==> src/rtl/irqc_pkg.sv <==
package irqc_pkg;
  typedef enum logic [1:0] {
    SEL_NONE = 2'd0,
    SEL_STAT = 2'd1,
    SEL_MASK = 2'd2
  } reg_sel_e;
endpackage

==> src/rtl/irqc_decode.sv <==
module irqc_decode #(
  parameter int ADDR_W   = 12,
  parameter int STAT_OFS = 'h070,
  parameter int MASK_OFS = 'h074
) (
  input  logic [ADDR_W-1:0] addr,
  input  logic              wr,
  output irqc_pkg::reg_sel_e sel,
  output logic              wr_stat,
  output logic              wr_mask
);
  localparam int WA_W = ADDR_W - 2;
  localparam logic [WA_W-1:0] STAT_WA = WA_W'(STAT_OFS >> 2);
  localparam logic [WA_W-1:0] MASK_WA = WA_W'(MASK_OFS >> 2);

  logic [WA_W-1:0] waddr;
  logic [1:0]      unused_lsb;

  assign waddr      = addr[ADDR_W-1:2];
  assign unused_lsb = addr[1:0];

  always_comb begin
    if (waddr == STAT_WA)      sel = irqc_pkg::SEL_STAT;
    else if (waddr == MASK_WA) sel = irqc_pkg::SEL_MASK;
    else                       sel = irqc_pkg::SEL_NONE;
  end

  assign wr_stat = wr && (sel == irqc_pkg::SEL_STAT);
  assign wr_mask = wr && (sel == irqc_pkg::SEL_MASK);
endmodule

==> src/rtl/irqc_status.sv <==
module irqc_status #(
  parameter int N = 16
) (
  input  logic         clk,
  input  logic         rst,
  input  logic [N-1:0] set_i,
  input  logic         ack_we,
  input  logic [N-1:0] ack_data,
  output logic [N-1:0] status_d,
  output logic [N-1:0] status_q
);
  for (genvar i = 0; i < N; i++) begin : g_bit
    always_comb begin
      status_d[i] = status_q[i];
      if (ack_we) status_d[i] = status_q[i] & ack_data[i];
      if (set_i[i]) status_d[i] = 1'b1;
    end

    always_ff @(posedge clk) begin
      if (rst) status_q[i] <= 1'b0;
      else     status_q[i] <= status_d[i];
    end
  end
endmodule

==> src/rtl/irqc_mask_eval.sv <==
module irqc_mask_eval #(
  parameter int N = 16
) (
  input  logic         clk,
  input  logic         rst,
  input  logic         mask_we,
  input  logic [N-1:0] mask_data,
  input  logic [N-1:0] status_d,
  output logic [N-1:0] mask_q,
  output logic         pend_q,
  output logic         evt_q
);
  logic [N-1:0] mask_d;

  assign mask_d = mask_we ? mask_data : mask_q;

  always_ff @(posedge clk) begin
    if (rst) begin
      mask_q <= '0;
      pend_q <= 1'b0;
      evt_q  <= 1'b0;
    end else begin
      mask_q <= mask_d;
      pend_q <= |(status_d & mask_d);
      evt_q  <= mask_we && (|(status_d & mask_data));
    end
  end
endmodule

==> src/rtl/irqc_top.sv <==
module irqc_top #(
  parameter int N_SRC    = 16,
  parameter int ADDR_W   = 12,
  parameter int DATA_W   = 32,
  parameter int STAT_OFS = 'h070,
  parameter int MASK_OFS = 'h074
) (
  input  logic              clk,
  input  logic              rst,
  input  logic [N_SRC-1:0]  src_set,
  input  logic [ADDR_W-1:0] bus_addr,
  input  logic              bus_wr,
  input  logic [DATA_W-1:0] bus_wdata,
  input  logic              bus_rd,
  output logic [DATA_W-1:0] bus_rdata,
  output logic              irq_pending,
  output logic              unmask_evt
);
  localparam int PAD_W = DATA_W - N_SRC;

  irqc_pkg::reg_sel_e sel;
  logic               wr_stat;
  logic               wr_mask;
  logic [N_SRC-1:0]   wlo;
  logic [N_SRC-1:0]   status_d;
  logic [N_SRC-1:0]   status_q;
  logic [N_SRC-1:0]   mask_q;
  logic [DATA_W-1:0]  rdata_q;
  logic               unused_whi;

  assign wlo        = bus_wdata[N_SRC-1:0];
  assign unused_whi = ^bus_wdata[DATA_W-1:N_SRC];

  irqc_decode #(
    .ADDR_W(ADDR_W), .STAT_OFS(STAT_OFS), .MASK_OFS(MASK_OFS)
  ) u_dec (
    .addr(bus_addr), .wr(bus_wr), .sel(sel),
    .wr_stat(wr_stat), .wr_mask(wr_mask)
  );

  irqc_status #(.N(N_SRC)) u_stat (
    .clk(clk), .rst(rst), .set_i(src_set),
    .ack_we(wr_stat), .ack_data(wlo),
    .status_d(status_d), .status_q(status_q)
  );

  irqc_mask_eval #(.N(N_SRC)) u_mask (
    .clk(clk), .rst(rst), .mask_we(wr_mask), .mask_data(wlo),
    .status_d(status_d), .mask_q(mask_q),
    .pend_q(irq_pending), .evt_q(unmask_evt)
  );

  always_ff @(posedge clk) begin
    if (rst) rdata_q <= '0;
    else if (bus_rd) begin
      unique case (sel)
        irqc_pkg::SEL_STAT: rdata_q <= {{PAD_W{1'b0}}, status_q};
        irqc_pkg::SEL_MASK: rdata_q <= {{PAD_W{1'b0}}, mask_q};
        default:            rdata_q <= '0;
      endcase
    end
  end

  assign bus_rdata = rdata_q;
endmodule

==> config.mk <==
export PLATFORM = sky130hd
export DESIGN_NAME = irqc_top
export DESIGN_NICKNAME = d
export VERILOG_FILES = /design/src/rtl/irqc_pkg.sv /design/src/rtl/irqc_decode.sv /design/src/rtl/irqc_status.sv /design/src/rtl/irqc_mask_eval.sv /design/src/rtl/irqc_top.sv
export SDC_FILE = /design/constraint.sdc
export NUM_CORES = 1
export LEC_CHECK = 0
export BUFFER_PORTS_ARGS = -buffer_cell sky130_fd_sc_hd__buf_2
export CORE_UTILIZATION = 35
export DETAILED_ROUTE_END_ITERATION = 16
export SYNTH_ARGS = -nofsm -noshare
export SYNTH_HDL_FRONTEND = slang
export SYNTH_SLANG_ARGS = --single-unit
==> constraint.sdc <==
create_clock -name clk -period 4.4 [get_ports clk]
set_input_delay 0.22 -clock clk [delete_from_list [all_inputs] [get_ports clk]]
set_output_delay 0.22 -clock clk [all_outputs]
set_load 0.01 [all_outputs]
Yosys cells after proc, flatten, opt, wreduce, memory -nomap -nowiden
Index checks and enable logic that the tools add are counted.
{"block": "totals", "register_bits": 66, "output_inout_bits": 34, "word_cells": 83}
{"block": "classes", "eq_ne": 4, "n_mux": 36, "n_bitwise": 18, "n_reduce_logical": 5}
{"operator": "16-bit bitwise AND", "n": 2}
{"operator": "1-bit two-way mux", "n": 32}
{"operator": "16-bit one-hot mux with 2 select lines", "n": 1}
{"operator": "16-bit OR reduction", "n": 2}
{"operator": "10-bit by 5-bit == test with 1-bit output, second input constant", "n": 2}
{"operator": "1-bit bitwise AND", "n": 16}
{"operator": "16-bit two-way mux", "n": 1}
{"operator": "2-bit two-way mux", "n": 2}
{"operator": "1-bit logical AND", "n": 3}
{"operator": "2-bit by 1-bit == test with 1-bit output, second input constant", "n": 1}
{"operator": "2-bit == test, second input constant", "n": 1}

Longest topological paths before layout
Gate-level depths: netlist (run 1).
{"block": "depth", "depth_word": 10, "depth_mapped": 7, "mapped_depth_nobuf": 6}

By module
Synthesis (run 1) repeated with hierarchy kept, for this count alone.
{"block": "unflattened", "cells_unflattened": 278, "area_unflattened_um2": 2596.2}
{"mod": "irqc_top", "instances": 1, "cells_each": 78, "area_per_inst_um2": 865.8, "seq_area_each_um2": 320.3}
{"mod": "irqc_mask_eval", "instances": 1, "cells_each": 91, "area_per_inst_um2": 837.1, "seq_area_each_um2": 360.3}
{"mod": "irqc_status", "instances": 1, "cells_each": 101, "area_per_inst_um2": 824.5, "seq_area_each_um2": 320.3}
{"mod": "irqc_decode", "instances": 1, "cells_each": 8, "area_per_inst_um2": 68.8, "seq_area_each_um2": 0.0}

Worst setup path after synthesis (run 1)
Ideal clock, no wire load.
{"block": "synth_timing", "path_kind": "in2reg", "from": "input bus_addr[9]", "to": "register u_mask.mask_q[10]", "arrival_ns": 1.638, "t_required_ns": 4.268, "setup_slack_ns": 2.630, "stages": 6, "cell_sequence": "or4b_4 -> nor3_1 -> nand3_1 -> clkbuf_1 -> nand2_1 -> a21oi_1"}
{"block": "synth_between", "elab_chain_cells": 6}
{"item": "start, declared", "line_no": "irqc_top.sv:11", "source": "input logic [ADDR_W-1:0] bus_addr,"}
{"item": "10-bit by 5-bit == test with 1-bit output", "line_no": "irqc_decode.sv:24", "source": "else if (waddr == MASK_WA) sel = irqc_pkg::SEL_MASK;"}
{"item": "2-bit two-way mux", "line_no": "irqc_decode.sv:24"}
{"item": "2-bit two-way mux *", "line_no": "irqc_decode.sv:23", "source": "if (waddr == STAT_WA) sel = irqc_pkg::SEL_STAT;"}
{"item": "2-bit == test *", "line_no": "irqc_decode.sv:29", "source": "assign wr_mask = wr && (sel == irqc_pkg::SEL_MASK);"}
{"item": "1-bit logical AND *", "line_no": "irqc_decode.sv:29"}
{"item": "16-bit two-way mux *", "line_no": "irqc_mask_eval.sv:15", "source": "assign mask_d = mask_we ? mask_data : mask_q;"}
{"item": "end signal, assigned", "line_no": "irqc_mask_eval.sv:23", "source": "mask_q <= mask_d;"}
{"item": "end, declared", "line_no": "irqc_mask_eval.sv:9", "source": "output logic [N-1:0] mask_q,"}
Mark *: on every way between the ends. The rest lies on a longest branch, timed or not.
A chain may end at the register's enable or synchronous reset.

Final worst setup path (run 1)
{"block": "layout_timing", "from": "input bus_addr[9]", "to": "register u_mask.pend_q"}
{"block": "layout_between", "elab_chain_cells": 9}
{"item": "10-bit by 5-bit == test with 1-bit output", "line_no": "irqc_decode.sv:24"}
{"item": "2-bit two-way mux", "line_no": "irqc_decode.sv:24"}
{"item": "2-bit two-way mux *", "line_no": "irqc_decode.sv:23"}
{"item": "2-bit by 1-bit == test with 1-bit output", "line_no": "irqc_decode.sv:28", "source": "assign wr_stat = wr && (sel == irqc_pkg::SEL_STAT);"}
{"item": "1-bit logical AND", "line_no": "irqc_decode.sv:28"}
{"item": "1-bit two-way mux", "line_no": "irqc_status.sv:15", "source": "if (ack_we) status_d[i] = status_q[i] & ack_data[i];"}
{"item": "1-bit two-way mux", "line_no": "irqc_status.sv:16", "source": "if (set_i[i]) status_d[i] = 1'b1;"}
{"item": "16-bit bitwise AND *", "line_no": "irqc_mask_eval.sv:24", "source": "pend_q <= |(status_d & mask_d);"}
{"item": "16-bit OR reduction *", "line_no": "irqc_mask_eval.sv:24"}
{"item": "end signal, assigned", "line_no": "irqc_mask_eval.sv:24"}
{"item": "end, declared", "line_no": "irqc_mask_eval.sv:10", "source": "output logic pend_q,"}
Marked as above.

==> tab_implementation.tex, run 1 <==
\begin{tabular}{lr}
\hline
Metric & Value \\
\hline
\multicolumn{2}{l}{\textbf{Status}} \\
\quad Outcome & complete, no violations \\
\multicolumn{2}{l}{\textbf{Timing}} \\
\quad Sum of negative setup slack & 0 ps \\
\quad Crit path setup slack, layout & between 2000 and 2500 ps \\
\quad Actual transition at the worst max-transition pin & $\sim$1100 ps \\
\quad Worst Clk Skew & roughly 2.5 ps \\
\quad RSZ-0062 raised after global routing & false \\
\quad Minimum clock period after layout & 2290 ps \\
\quad Upper clock frequency limit & roughly 0.44 GHz \\
\quad Relative max-transition margin & 28.4\% \\
\quad Final setup vio count & 0 \\
\quad Final clock period utilization by the worst path & 52.0\% \\
\quad Number of pins with negative max-slew slack in the final report & 0 \\
\quad Total count of hold-check failures in the final report & 0 \\
\multicolumn{2}{l}{\textbf{Final layout}} \\
\quad Diode count & 0 \\
\quad Commonest cells after routing, fill and taps aside & sky130\_fd\_sc\_hd\_\_buf\_2 (63), sky130\_fd\_sc\_hd\_\_a21oi\_1 (52), sky130\_fd\_sc\_hd\_\_dfxtp\_1 (50) \\
\quad Layout cells sized above 1 & approximately 22\% \\
\quad Most common cell after layout, fill and taps aside & sky130\_fd\_sc\_hd\_\_buf\_2 \\
\quad Number of fill cells & 814 \\
\quad Area of all sequential standard cells & approximately 0.001 mm\^{}2 \\
\quad Area occupied by multi-input gates & 0.00156 mm\^{}2 \\
\quad Final nets & 485 \\
\quad Layout-stage area growth over the synthesis result & 15.4\% \\
\multicolumn{2}{l}{\textbf{Synth}} \\
\quad Count of flip-flops with a built-in enable after synthesis & 0 \\
\quad Yosys top cell by area & sky130\_fd\_sc\_hd\_\_dfxtp\_1 \\
\quad Area contributors post-synth & sky130\_fd\_sc\_hd\_\_dfxtp\_1 (36\%), sky130\_fd\_sc\_hd\_\_a21oi\_1 (9.3\%), sky130\_fd\_sc\_hd\_\_o21ai\_0 (7.0\%), sky130\_fd\_sc\_hd\_\_mux2\_2 (6.5\%), sky130\_fd\_sc\_hd\_\_nand2\_1 (5.0\%) \\
\quad Post-synthesis async set-or-reset flop share & 0\% \\
\quad Post-synthesis cell type count & 36 \\
\quad Mapped Cells & 366 \\
\quad Average footprint of a synthesized cell & 7.61 um\^{}2 \\
\quad Synthesis-stage register bit count & 50 \\
\quad Share of synthesized area occupied by flip-flops and latches & a little over a third \\
\quad YS warnings & 0 \\
\quad Cell area after synthesis & 0.00279 mm\^{}2 \\
\quad Post-synth top flop & sky130\_fd\_sc\_hd\_\_dfxtp\_1 \\
\quad Fraction of synthesized cell area taken by the top area cell type & 35.9\% \\
\multicolumn{2}{l}{\textbf{Floorplanning}} \\
\quad Total number of placement rows & 32 \\
\quad Placeable Area & 0.00773 mm\^{}2 \\
\quad Floorplan die width & between 90 and 100 um \\
\quad Total I/O pin count & 98 \\
\quad Starting Density & 36.0\% \\
\quad Die area & about 0.0083 mm\^{}2 \\
\quad Die extent in y & 91.2 um \\
\multicolumn{2}{l}{\textbf{Routing}} \\
\quad Total wire length after detailed routing & 7800 um \\
\quad Drt first-iter violations & 167 \\
\quad WL/cell & 14.9 um \\
\quad Number of optimization iterations in the first detailed-route pass & 4 \\
\quad Antenna Nets Post-Route & 0 \\
\quad DR vias/cell & 5.20 \\
\quad Number of remaining DRC errors & 0 \\
\quad Vias post-DR & about 2.7k \\
\multicolumn{2}{l}{\textbf{Placed design}} \\
\quad Worst setup slack before clock tree synthesis & 1820 ps \\
\quad Quantity of I/O buffers inserted on ports & 63 \\
\quad Weighted congestion reported at the end of routability-driven placement & 0.847 \\
\quad Detailed placement HPWL & 5590 um \\
\multicolumn{2}{l}{\textbf{Critical path}} \\
\quad WP data required & 4580 ps \\
\quad Kind of end point of the critical path & flop \\
\quad Peak fanout along the critical path & 8 \\
\quad Critical path class & in2reg \\
\quad Arrival time at the worst endpoint & approximately 2500 ps \\
\quad Count of cells along the worst register-to-register path & 6 \\
\quad Element type at the critical path start & primary input \\
\multicolumn{2}{l}{\textbf{Clocking}} \\
\quad Number of buffers inserted for hold repair after clock tree synthesis & 0 \\
\quad TritonCTS clock tree & done \\
\quad Post-CTS setup buffer count & 0 \\
\quad Maximum buffer depth of the clock tree & 2 \\
\quad Later-pin clock latency in the skew report & around 300 ps \\
\quad Clock sink total & 50 \\
\quad Clock slew at reported path FFs & around 90 ps \\
\quad Number of resized instances in the post-cts repair step & 0 \\
\quad Buffer type at the clock tree root & sky130\_fd\_sc\_hd\_\_clkbuf\_8 \\
\quad H-tree depth reported by CTS & 2 \\
\quad Total clock buffers created by CTS & 5 \\
\multicolumn{2}{l}{\textbf{Power}} \\
\quad Power Dens Cells & 282 mW/mm\^{}2 \\
\quad Switching power of the nets & 0.237 mW \\
\quad Combinational power share & 11.6\% \\
\quad Worst ir drop on vdd & 0.000159 V \\
\quad Seq pwr share & 52.2\% \\
\quad Fraction of power spent switching nets & 26.1\% \\
\quad Internal power & 0.671 mW \\
\quad Portion of total power attributed to the clock network & a little over a third \\
\quad Static power due to leakage & 1.29 nW \\
\multicolumn{2}{l}{\textbf{Worst hold path}} \\
\quad Number of cells on the worst hold path & 3 \\
\quad Class of the tightest hold or removal check & in2reg \\
\multicolumn{2}{l}{\textbf{Global routing}} \\
\quad GR Util All Layers & 19.0\% \\
\quad Maximum number of pins on one net before global-route repair & slightly above 50 \\
\quad Wire length of the first global-routing pass & between 10,000 and 15,000 um \\
\quad Initial antenna violation count & 0 \\
\quad Via count of the first global-routing pass & roughly 2.5k \\
\quad Global route total overflow & 0 \\
\multicolumn{2}{l}{\textbf{Flow run}} \\
\quad Number of max-capacitance violations reported & 0 \\
\hline
\end{tabular}
==> final timing paths <==
check / from / endpoint / slack [ps]
setup / recovery: bus_addr[9] / u_mask.pend_q / 2110
hold / removal: src_set[7] / u_stat.status_q[7] / 170
setup reg to reg: u_stat.status_q[7] / u_mask.pend_q / 2560
hold reg to reg: u_mask.mask_q[14] / u_mask.mask_q[14] / 480
==> power groups by stage <==
| stage | Combinational, mW | Clock [mW] | Sequential (mW) |
|---|---|---|---|
| CTS | 0.105 | 0.338 | 0.474 |
| global placement | 0.103 | 0 | 0.484 |
| detailed placement | 0.105 | 0 | 0.484 |
| global route | 0.117 | 0.350 | 0.476 |
| finish | 0.105 | 0.328 | 0.474 |
| floorplan | 0.0673 | 0 | 0.481 |
==> critical path, stage by stage <==
cell and delay [ps]:
sky130_fd_sc_hd__buf_2 110, sky130_fd_sc_hd__nor4b_2 620, sky130_fd_sc_hd__nand4_1 540, sky130_fd_sc_hd__o21a_1 330, sky130_fd_sc_hd__o21ai_0 180, sky130_fd_sc_hd__nor4b_1 340
sky130_fd_sc_hd__a31oi_1 130
==> synthesized netlist by cell type (2+ instances only) <==
cell type / count
sky130_fd_sc_hd__a21oi_1: 52
sky130_fd_sc_hd__inv_1: 22
sky130_fd_sc_hd__o22ai_1: 9
sky130_fd_sc_hd__clkbuf_1: 11
sky130_fd_sc_hd__nor3b_1: 3
sky130_fd_sc_hd__o41ai_1: 2
sky130_fd_sc_hd__nor4bb_1: 2
sky130_fd_sc_hd__nor2b_1: 17
sky130_fd_sc_hd__nor3_1: 4
sky130_fd_sc_hd__buf_2: 3
sky130_fd_sc_hd__nor2_1: 33
sky130_fd_sc_hd__o211ai_1: 14
sky130_fd_sc_hd__mux2_2: 16
sky130_fd_sc_hd__nor4_1: 2
sky130_fd_sc_hd__nand2_1: 37
sky130_fd_sc_hd__buf_4: 17
sky130_fd_sc_hd__dfxtp_1: 50
sky130_fd_sc_hd__nand4_1: 7
sky130_fd_sc_hd__a41oi_1: 3
sky130_fd_sc_hd__o21ai_0: 39
sky130_fd_sc_hd__o2111ai_1: 3
sky130_fd_sc_hd__nand3_1: 6
==> cells by family (layout without fill, tap and decap cells) <==
kind of cell | count (synthesis) | count (layout) | synth area share [%]
compound gates | 127 | 127 | 25.9
buf+inv | 54 | 95 | 9.97
simple gates | 118 | 118 | 21.6
other cells | 1 | 16 | 0.135
flops | 50 | 50 | 35.9
mux | 16 | 16 | 6.47
==> registers in the layout (all words and copies together) (netlist names) <==
| signal | count |
|---|---|
| bus_rdata | 16 |
| u_mask.mask_q | 16 |
| u_stat.status_q | 16 |
| u_mask.evt_q | 1 |
| u_mask.pend_q | 1 |
==> cell type report <==
type                       instances  share of cell area [%]
clock buffer                       5                    2.14
tap                              102                    3.97
sequential                        50                    31.2
clock inverter                     3                    1.25
inverter                          22                    2.57
timing repair buffer              65                    10.3
multi-input combinational        277                    48.6
==> per-layer routing <==
metal	part of all wire [%]	GRT usage [%]
met1	47	25.2
met2	44	30.4
met3	5.5	3.52
met4	2.8	7.80
met5	0	0
==> through the flow <==
| stage | power, mW | area, um^2 | hold WS (ps) | instances | utilization [%] |
|---|---|---|---|---|---|
| floorplan | 0.548 | 2840 | 296 | 381 | - |
| detailed placement | 0.589 | 3100 | 465 | 516 | 40.2 |
| global placement | 0.587 | 3100 | 451 | 516 | 40.2 |
| global route | 0.943 | 3210 | 174 | 524 | 41.6 |
| CTS | 0.917 | 3210 | 162 | 524 | 41.6 |
| finish | 0.907 | 3210 | 172 | 524 | 41.6 |
Note: power is estimated with default switching activity, not from simulation.
==> run 2: changes to the inputs <==
- clock period: 4.4 -> 1.9 ns (I/O delays scaled with it)
==> tab_implementation.tex, run 2 (synthesized netlist as in run 1, its figures left out) <==
\begin{tabular}{lr}
\hline
Metric & Value \\
\hline
\multicolumn{2}{l}{\textbf{Routing}} \\
\quad Antenna Nets Post-Route & 0 \\
\quad Met1 layer wirelength in the final routing & 3680 um \\
\quad Number of optimization iterations in the first detailed-route pass & 5 \\
\quad DR vias/cell & between 5 and 6 \\
\quad Vias post-DR & around 2.8k \\
\quad Highest routed metal layer & met4 \\
\quad Number of remaining DRC errors & 0 \\
\quad Met2 wirelength from detailed routing & 3560 um \\
\quad WL/cell & 15.0 um \\
\quad Drt first-iter violations & 197 \\
\quad Total wire length after detailed routing & about 8000 um \\
\quad Met3 routed wirelength & roughly 570 um \\
\multicolumn{2}{l}{\textbf{Worst hold path}} \\
\quad Number of cells on the worst hold path & 3 \\
\quad Class of the tightest hold or removal check & in2reg \\
\multicolumn{2}{l}{\textbf{Clocking}} \\
\quad H-tree depth reported by CTS & 2 \\
\quad Total clock buffers created by CTS & 5 \\
\quad Maximum buffer depth of the clock tree & 2 \\
\quad Clock slew at reported path FFs & 100 ps \\
\quad Number of buffers inserted for hold repair after clock tree synthesis & 0 \\
\quad TritonCTS clock tree & done \\
\quad Clock sink total & 50 \\
\quad Buffer type at the clock tree root & sky130\_fd\_sc\_hd\_\_clkbuf\_8 \\
\quad Later-pin clock latency in the skew report & 310 ps \\
\quad Post-CTS setup buffer count & 0 \\
\multicolumn{2}{l}{\textbf{Timing}} \\
\quad Final clock period utilization by the worst path & 93.5\% \\
\quad Relative max-transition margin & 63.4\% \\
\quad Minimum clock period after layout & 1780 ps \\
\quad RSZ-0062 raised after global routing & false \\
\quad Crit path setup slack, layout & approximately 120 ps \\
\quad Upper clock frequency limit & 0.563 GHz \\
\quad Actual transition at the worst max-transition pin & 549 ps \\
\quad Number of pins with negative max-slew slack in the final report & 0 \\
\quad Final setup vio count & 0 \\
\quad Total count of hold-check failures in the final report & 0 \\
\quad Worst slack on hold paths & 30.0 ps \\
\quad Worst Clk Skew & 8.17 ps \\
\quad Sum of negative setup slack & 0 ps \\
\multicolumn{2}{l}{\textbf{Final layout}} \\
\quad Commonest cells after routing, fill and taps aside & sky130\_fd\_sc\_hd\_\_buf\_2 (63), sky130\_fd\_sc\_hd\_\_a21oi\_1 (52), sky130\_fd\_sc\_hd\_\_dfxtp\_1 (50) \\
\quad Layout cells sized above 1 & a little under a quarter \\
\quad Diode count & 0 \\
\quad Design area & 0.00330 mm\^{}2 \\
\quad Most common cell after layout, fill and taps aside & sky130\_fd\_sc\_hd\_\_buf\_2 \\
\quad Post-route core utilization & a little over two fifths \\
\quad Layout-stage area growth over the synthesis result & 18.6\% \\
\quad Final nets & about 500 \\
\quad Post-Layout Cell Count & approximately 530 \\
\multicolumn{2}{l}{\textbf{Floorplanning}} \\
\quad Die area & 0.00832 mm\^{}2 \\
\quad Total I/O pin count & 98 \\
\quad Placeable Area & 0.00773 mm\^{}2 \\
\quad Die extent in y & roughly 91 um \\
\quad Total number of placement rows & 32 \\
\quad Floorplan die width & between 90 and 100 um \\
\quad Starting Density & 36.0\% \\
\multicolumn{2}{l}{\textbf{Power}} \\
\quad Total power of the final layout & just over 2 mW \\
\quad Worst ir drop on vdd & between 0.0004 and 0.0005 V \\
\quad Static power due to leakage & 1.33 nW \\
\quad Power Dens Cells & 611 mW/mm\^{}2 \\
\multicolumn{2}{l}{\textbf{Global routing}} \\
\quad Wire length of the first global-routing pass & $\sim$13,000 um \\
\quad GR Util All Layers & 19.9\% \\
\quad Global route total overflow & 0 \\
\quad Maximum number of pins on one net before global-route repair & 26 \\
\quad Initial antenna violation count & 0 \\
\quad Via count of the first global-routing pass & 2,679 \\
\multicolumn{2}{l}{\textbf{Critical path}} \\
\quad Critical path class & reg2reg \\
\quad Instance count on the critical path & 6 \\
\quad Count of cells along the worst register-to-register path & 6 \\
\quad Kind of end point of the critical path & flop \\
\quad Element type at the critical path start & flop \\
\quad Critical path's slowest cell & sky130\_fd\_sc\_hd\_\_nor4b\_1 \\
\quad Cell family with most CP delay & simple AND/OR/NAND/NOR gates \\
\quad Peak fanout along the critical path & 5 \\
\quad WP data required & 2090 ps \\
\quad Largest stage delay on the critical path & $\sim$400 ps \\
\quad Number of buffers and inverters on the critical path & 0 \\
\quad Arrival time at the worst endpoint & 1960 ps \\
\quad Critical-path cell list & o211ai\_1, o2111ai\_1, nor4\_1, nand2\_1, nor4b\_1, a31oi\_1 \\
\multicolumn{2}{l}{\textbf{Placed design}} \\
\quad Weighted congestion reported at the end of routability-driven placement & 0.894 \\
\quad Cell Area, Placed & around 0.0032 mm\^{}2 \\
\quad Detailed placement HPWL & 5980 um \\
\quad Inst Count DP & 525 \\
\quad Worst setup slack before clock tree synthesis & -7.94 ps \\
\quad Quantity of I/O buffers inserted on ports & 63 \\
\multicolumn{2}{l}{\textbf{Status}} \\
\quad Outcome & complete, no violations \\
\multicolumn{2}{l}{\textbf{Flow run}} \\
\quad Number of max-capacitance violations reported & 0 \\
\hline
\end{tabular}
-- run 2: cell types whose count changed in the layout (fill, tap and decap cells not counted), sizes merged --
cell,before,now
buf,65,74
bufinv,1,0
clkinv,2,1
clkinvlp,0,1
inv,22,23
-- run 2: area by class of cell --
class                   instances  area, um^2
clock inverters                 3        25.0
multi-input cells             277        1560
flip-flops and latches         50        1000
repair buffers                 74         435
inverters                      22        82.6
well taps                     102         128
fillers                       817        4420
clock buffers                   5        68.8
-- run 2: worst paths after layout --
check	from	slack (ps)	to
worst min-delay path	src_set[14]	30	u_stat.status_q[14]
worst max register to register	u_stat.status_q[13]	120	u_mask.pend_q
worst min register to register	u_mask.mask_q[14]	480	u_mask.mask_q[14]
worst max-delay path	u_stat.status_q[13]	120	u_mask.pend_q
-- run 2: worst min-delay path: cells and delay by family --
family / cells / cell delay [ps]
buffers and inverters: 2 / 160
AOI/OAI and AO/OA: 1 / 50
-- run 2: what timing repair did --
action | CTS | global route
hold endpoints to repair | 0 | 0
gates resized for setup | 0 | 1
setup endpoints to repair | 0 | 1
-- run 2: power by group --
part / switching [mW] / internal (mW)
combinational: 0.155 / 0.0998
sequential: 0.0267 / 1.07
clock: 0.398 / 0.267
total: 0.580 / 1.44
-- run 2: per-layer routing --
layer | up-vias | GRT usage, %
li1 | 1398 | -
met4 | 0 | 7.80
met1 | 1251 | 25.9
met5 | - | 0
met3 | 18 | 3.94
met2 | 114 | 32.3
==> run 3: changes to the inputs <==
- CORE_UTILIZATION: 35 -> 45
- PLACE_DENSITY: not set -> 0.76
==> tab_implementation.tex, run 3 (synthesized netlist as in run 1, its figures left out) <==
\begin{tabular}{lr}
\hline
Metric & Value \\
\hline
\multicolumn{2}{l}{\textbf{Routing}} \\
\quad Total wire length after detailed routing & 7460 um \\
\quad Vias post-DR & 2,884 \\
\quad DR vias/cell & between 5 and 6 \\
\quad Met1 layer wirelength in the final routing & 3330 um \\
\quad Number of remaining DRC errors & 0 \\
\quad Met3 routed wirelength & 549 um \\
\quad Met2 wirelength from detailed routing & 3450 um \\
\quad Drt first-iter violations & 260 \\
\quad WL/cell & 14.7 um \\
\quad Antenna Nets Post-Route & 0 \\
\quad Highest routed metal layer & met4 \\
\quad Number of optimization iterations in the first detailed-route pass & 5 \\
\multicolumn{2}{l}{\textbf{Clocking}} \\
\quad Number of resized instances in the post-cts repair step & 0 \\
\quad Post-CTS setup buffer count & 0 \\
\quad TritonCTS clock tree & done \\
\quad Total clock buffers created by CTS & 5 \\
\quad Clock sink total & 50 \\
\quad Number of buffers inserted for hold repair after clock tree synthesis & 0 \\
\quad Maximum buffer depth of the clock tree & 2 \\
\quad H-tree depth reported by CTS & 2 \\
\quad Later-pin clock latency in the skew report & 310 ps \\
\quad Clock slew at reported path FFs & $\sim$100 ps \\
\quad Buffer type at the clock tree root & sky130\_fd\_sc\_hd\_\_clkbuf\_8 \\
\multicolumn{2}{l}{\textbf{Final layout}} \\
\quad Final nets & 496 \\
\quad Design area & 0.00331 mm\^{}2 \\
\quad Layout cells sized above 1 & 23.8\% \\
\quad Most common cell after layout, fill and taps aside & sky130\_fd\_sc\_hd\_\_buf\_2 \\
\quad Commonest cells after routing, fill and taps aside & sky130\_fd\_sc\_hd\_\_buf\_2 (63), sky130\_fd\_sc\_hd\_\_a21oi\_1 (52), sky130\_fd\_sc\_hd\_\_dfxtp\_1 (50) \\
\quad Diode count & 0 \\
\quad Layout-stage area growth over the synthesis result & 18.8\% \\
\quad Post-Layout Cell Count & 508 \\
\multicolumn{2}{l}{\textbf{Timing}} \\
\quad Upper clock frequency limit & 0.569 GHz \\
\quad Final clock period utilization by the worst path & 92.5\% \\
\quad Minimum clock period after layout & 1760 ps \\
\quad Worst Clk Skew & 2.66 ps \\
\quad RSZ-0062 raised after global routing & false \\
\quad Total count of hold-check failures in the final report & 0 \\
\quad Sum of negative setup slack & 0 ps \\
\quad Number of pins with negative max-slew slack in the final report & 0 \\
\quad Final setup vio count & 0 \\
\multicolumn{2}{l}{\textbf{Worst hold path}} \\
\quad Class of the tightest hold or removal check & in2reg \\
\multicolumn{2}{l}{\textbf{Placed design}} \\
\quad Detailed placement HPWL & 5610 um \\
\quad Cell Area, Placed & 0.00319 mm\^{}2 \\
\quad Inst Count DP & 500 \\
\quad Quantity of I/O buffers inserted on ports & 63 \\
\quad Weighted congestion reported at the end of routability-driven placement & 0.943 \\
\multicolumn{2}{l}{\textbf{Global routing}} \\
\quad GR Util All Layers & 23.9\% \\
\quad Wire length of the first global-routing pass & around 12,000 um \\
\quad Maximum number of pins on one net before global-route repair & 31 \\
\quad Via count of the first global-routing pass & $\sim$2.5k \\
\quad Initial antenna violation count & 0 \\
\quad Global route total overflow & 0 \\
\multicolumn{2}{l}{\textbf{Critical path}} \\
\quad Element type at the critical path start & flop \\
\quad WP data required & 2090 ps \\
\quad Critical path class & reg2reg \\
\quad Kind of end point of the critical path & flop \\
\quad Peak fanout along the critical path & 4 \\
\quad Largest stage delay on the critical path & between 300 and 400 ps \\
\quad Critical-path cell list & o21ai\_0, o2111ai\_1, nor4\_1, nand2\_1, nor4b\_1, a31oi\_1 \\
\quad Critical path's slowest cell & sky130\_fd\_sc\_hd\_\_dfxtp\_1 \\
\quad Cell family with most CP delay & simple AND/OR/NAND/NOR gates \\
\quad Arrival time at the worst endpoint & 1950 ps \\
\quad Number of buffers and inverters on the critical path & 0 \\
\multicolumn{2}{l}{\textbf{Power}} \\
\quad Power Dens Cells & 649 mW/mm\^{}2 \\
\quad Switching power of the nets & 0.573 mW \\
\quad Portion of total power attributed to the clock network & 36.9\% \\
\quad Internal power & approximately 1.6 mW \\
\quad Seq pwr share & 51.2\% \\
\quad Combinational power share & 11.9\% \\
\quad Worst ir drop on vdd & 0.000508 V \\
\quad Fraction of power spent switching nets & between 20\% and 30\% \\
\quad Static power due to leakage & 1.35 nW \\
\multicolumn{2}{l}{\textbf{Status}} \\
\quad Outcome & complete, no violations \\
\multicolumn{2}{l}{\textbf{Floorplanning}} \\
\quad Total I/O pin count & 98 \\
\quad Total number of placement rows & 28 \\
\quad Starting Density & 46.8\% \\
\quad Placeable Area & 0.00596 mm\^{}2 \\
\quad Die area & 0.00651 mm\^{}2 \\
\quad Die extent in y & 80.7 um \\
\quad Floorplan die width & 80.7 um \\
\multicolumn{2}{l}{\textbf{Flow run}} \\
\quad Number of max-capacitance violations reported & 0 \\
\hline
\end{tabular}
==> run 3: changes by cell type in the layout (fill, tap and decap cells not counted), sizes merged <==
cell / delta
bufinv: +1
buf: +2
clkinv: -1
==> run 3: metrics by stage <==
stage	hold slack (ps)	total power [mW]	setup slack [ps]	util (%)
floorplan	171	1.27	255	-
global placement	358	1.37	18.9	53.6
detailed placement	371	1.37	-23.0	53.6
CTS	39.0	2.15	180	55.5
global route	41.4	2.24	34.2	55.5
finish	44.4	2.15	143	55.5
==> run 3: final timing paths <==
path	slack, ps	from	end	cells past startpoint
worst min register to register	490	u_mask.mask_q[7]	u_mask.mask_q[7]	2
worst max register to register	140	u_stat.status_q[7]	u_mask.pend_q	6
worst max-delay path	140	u_stat.status_q[7]	u_mask.pend_q	6
worst min-delay path	40	src_set[7]	u_stat.status_q[7]	3
==> run 3: per-layer routing <==
metal,global-route usage [%],vias up
met4,8.21,0
li1,-,1395
met2,37.8,138
met1,32.4,1334
met5,0,-
met3,4.20,17
==> run 3: layout make-up <==
class	instances	area [um^2]
fill	544	2650
tap	75	93.8
sequential	50	1000
inverter	22	82.6
timing repair buffer	76	450
multi-input combinational	277	1560
clock inverter	3	48.8
clock buffer	5	68.8
==> run 3: power groups by stage <==
stage	clock network, mW	logic, mW	registers (mW)
after CTS	0.800	0.254	1.10
after detailed placement	0	0.253	1.12
after global placement	0	0.247	1.12
after global routing	0.853	0.285	1.10
after floorplan	0	0.156	1.11
final	0.791	0.256	1.10
==> run 3: tightest hold or removal path: stages <==
cell and delay, ps:
sky130_fd_sc_hd__buf_2 120, sky130_fd_sc_hd__inv_1 50, sky130_fd_sc_hd__a21oi_1 50
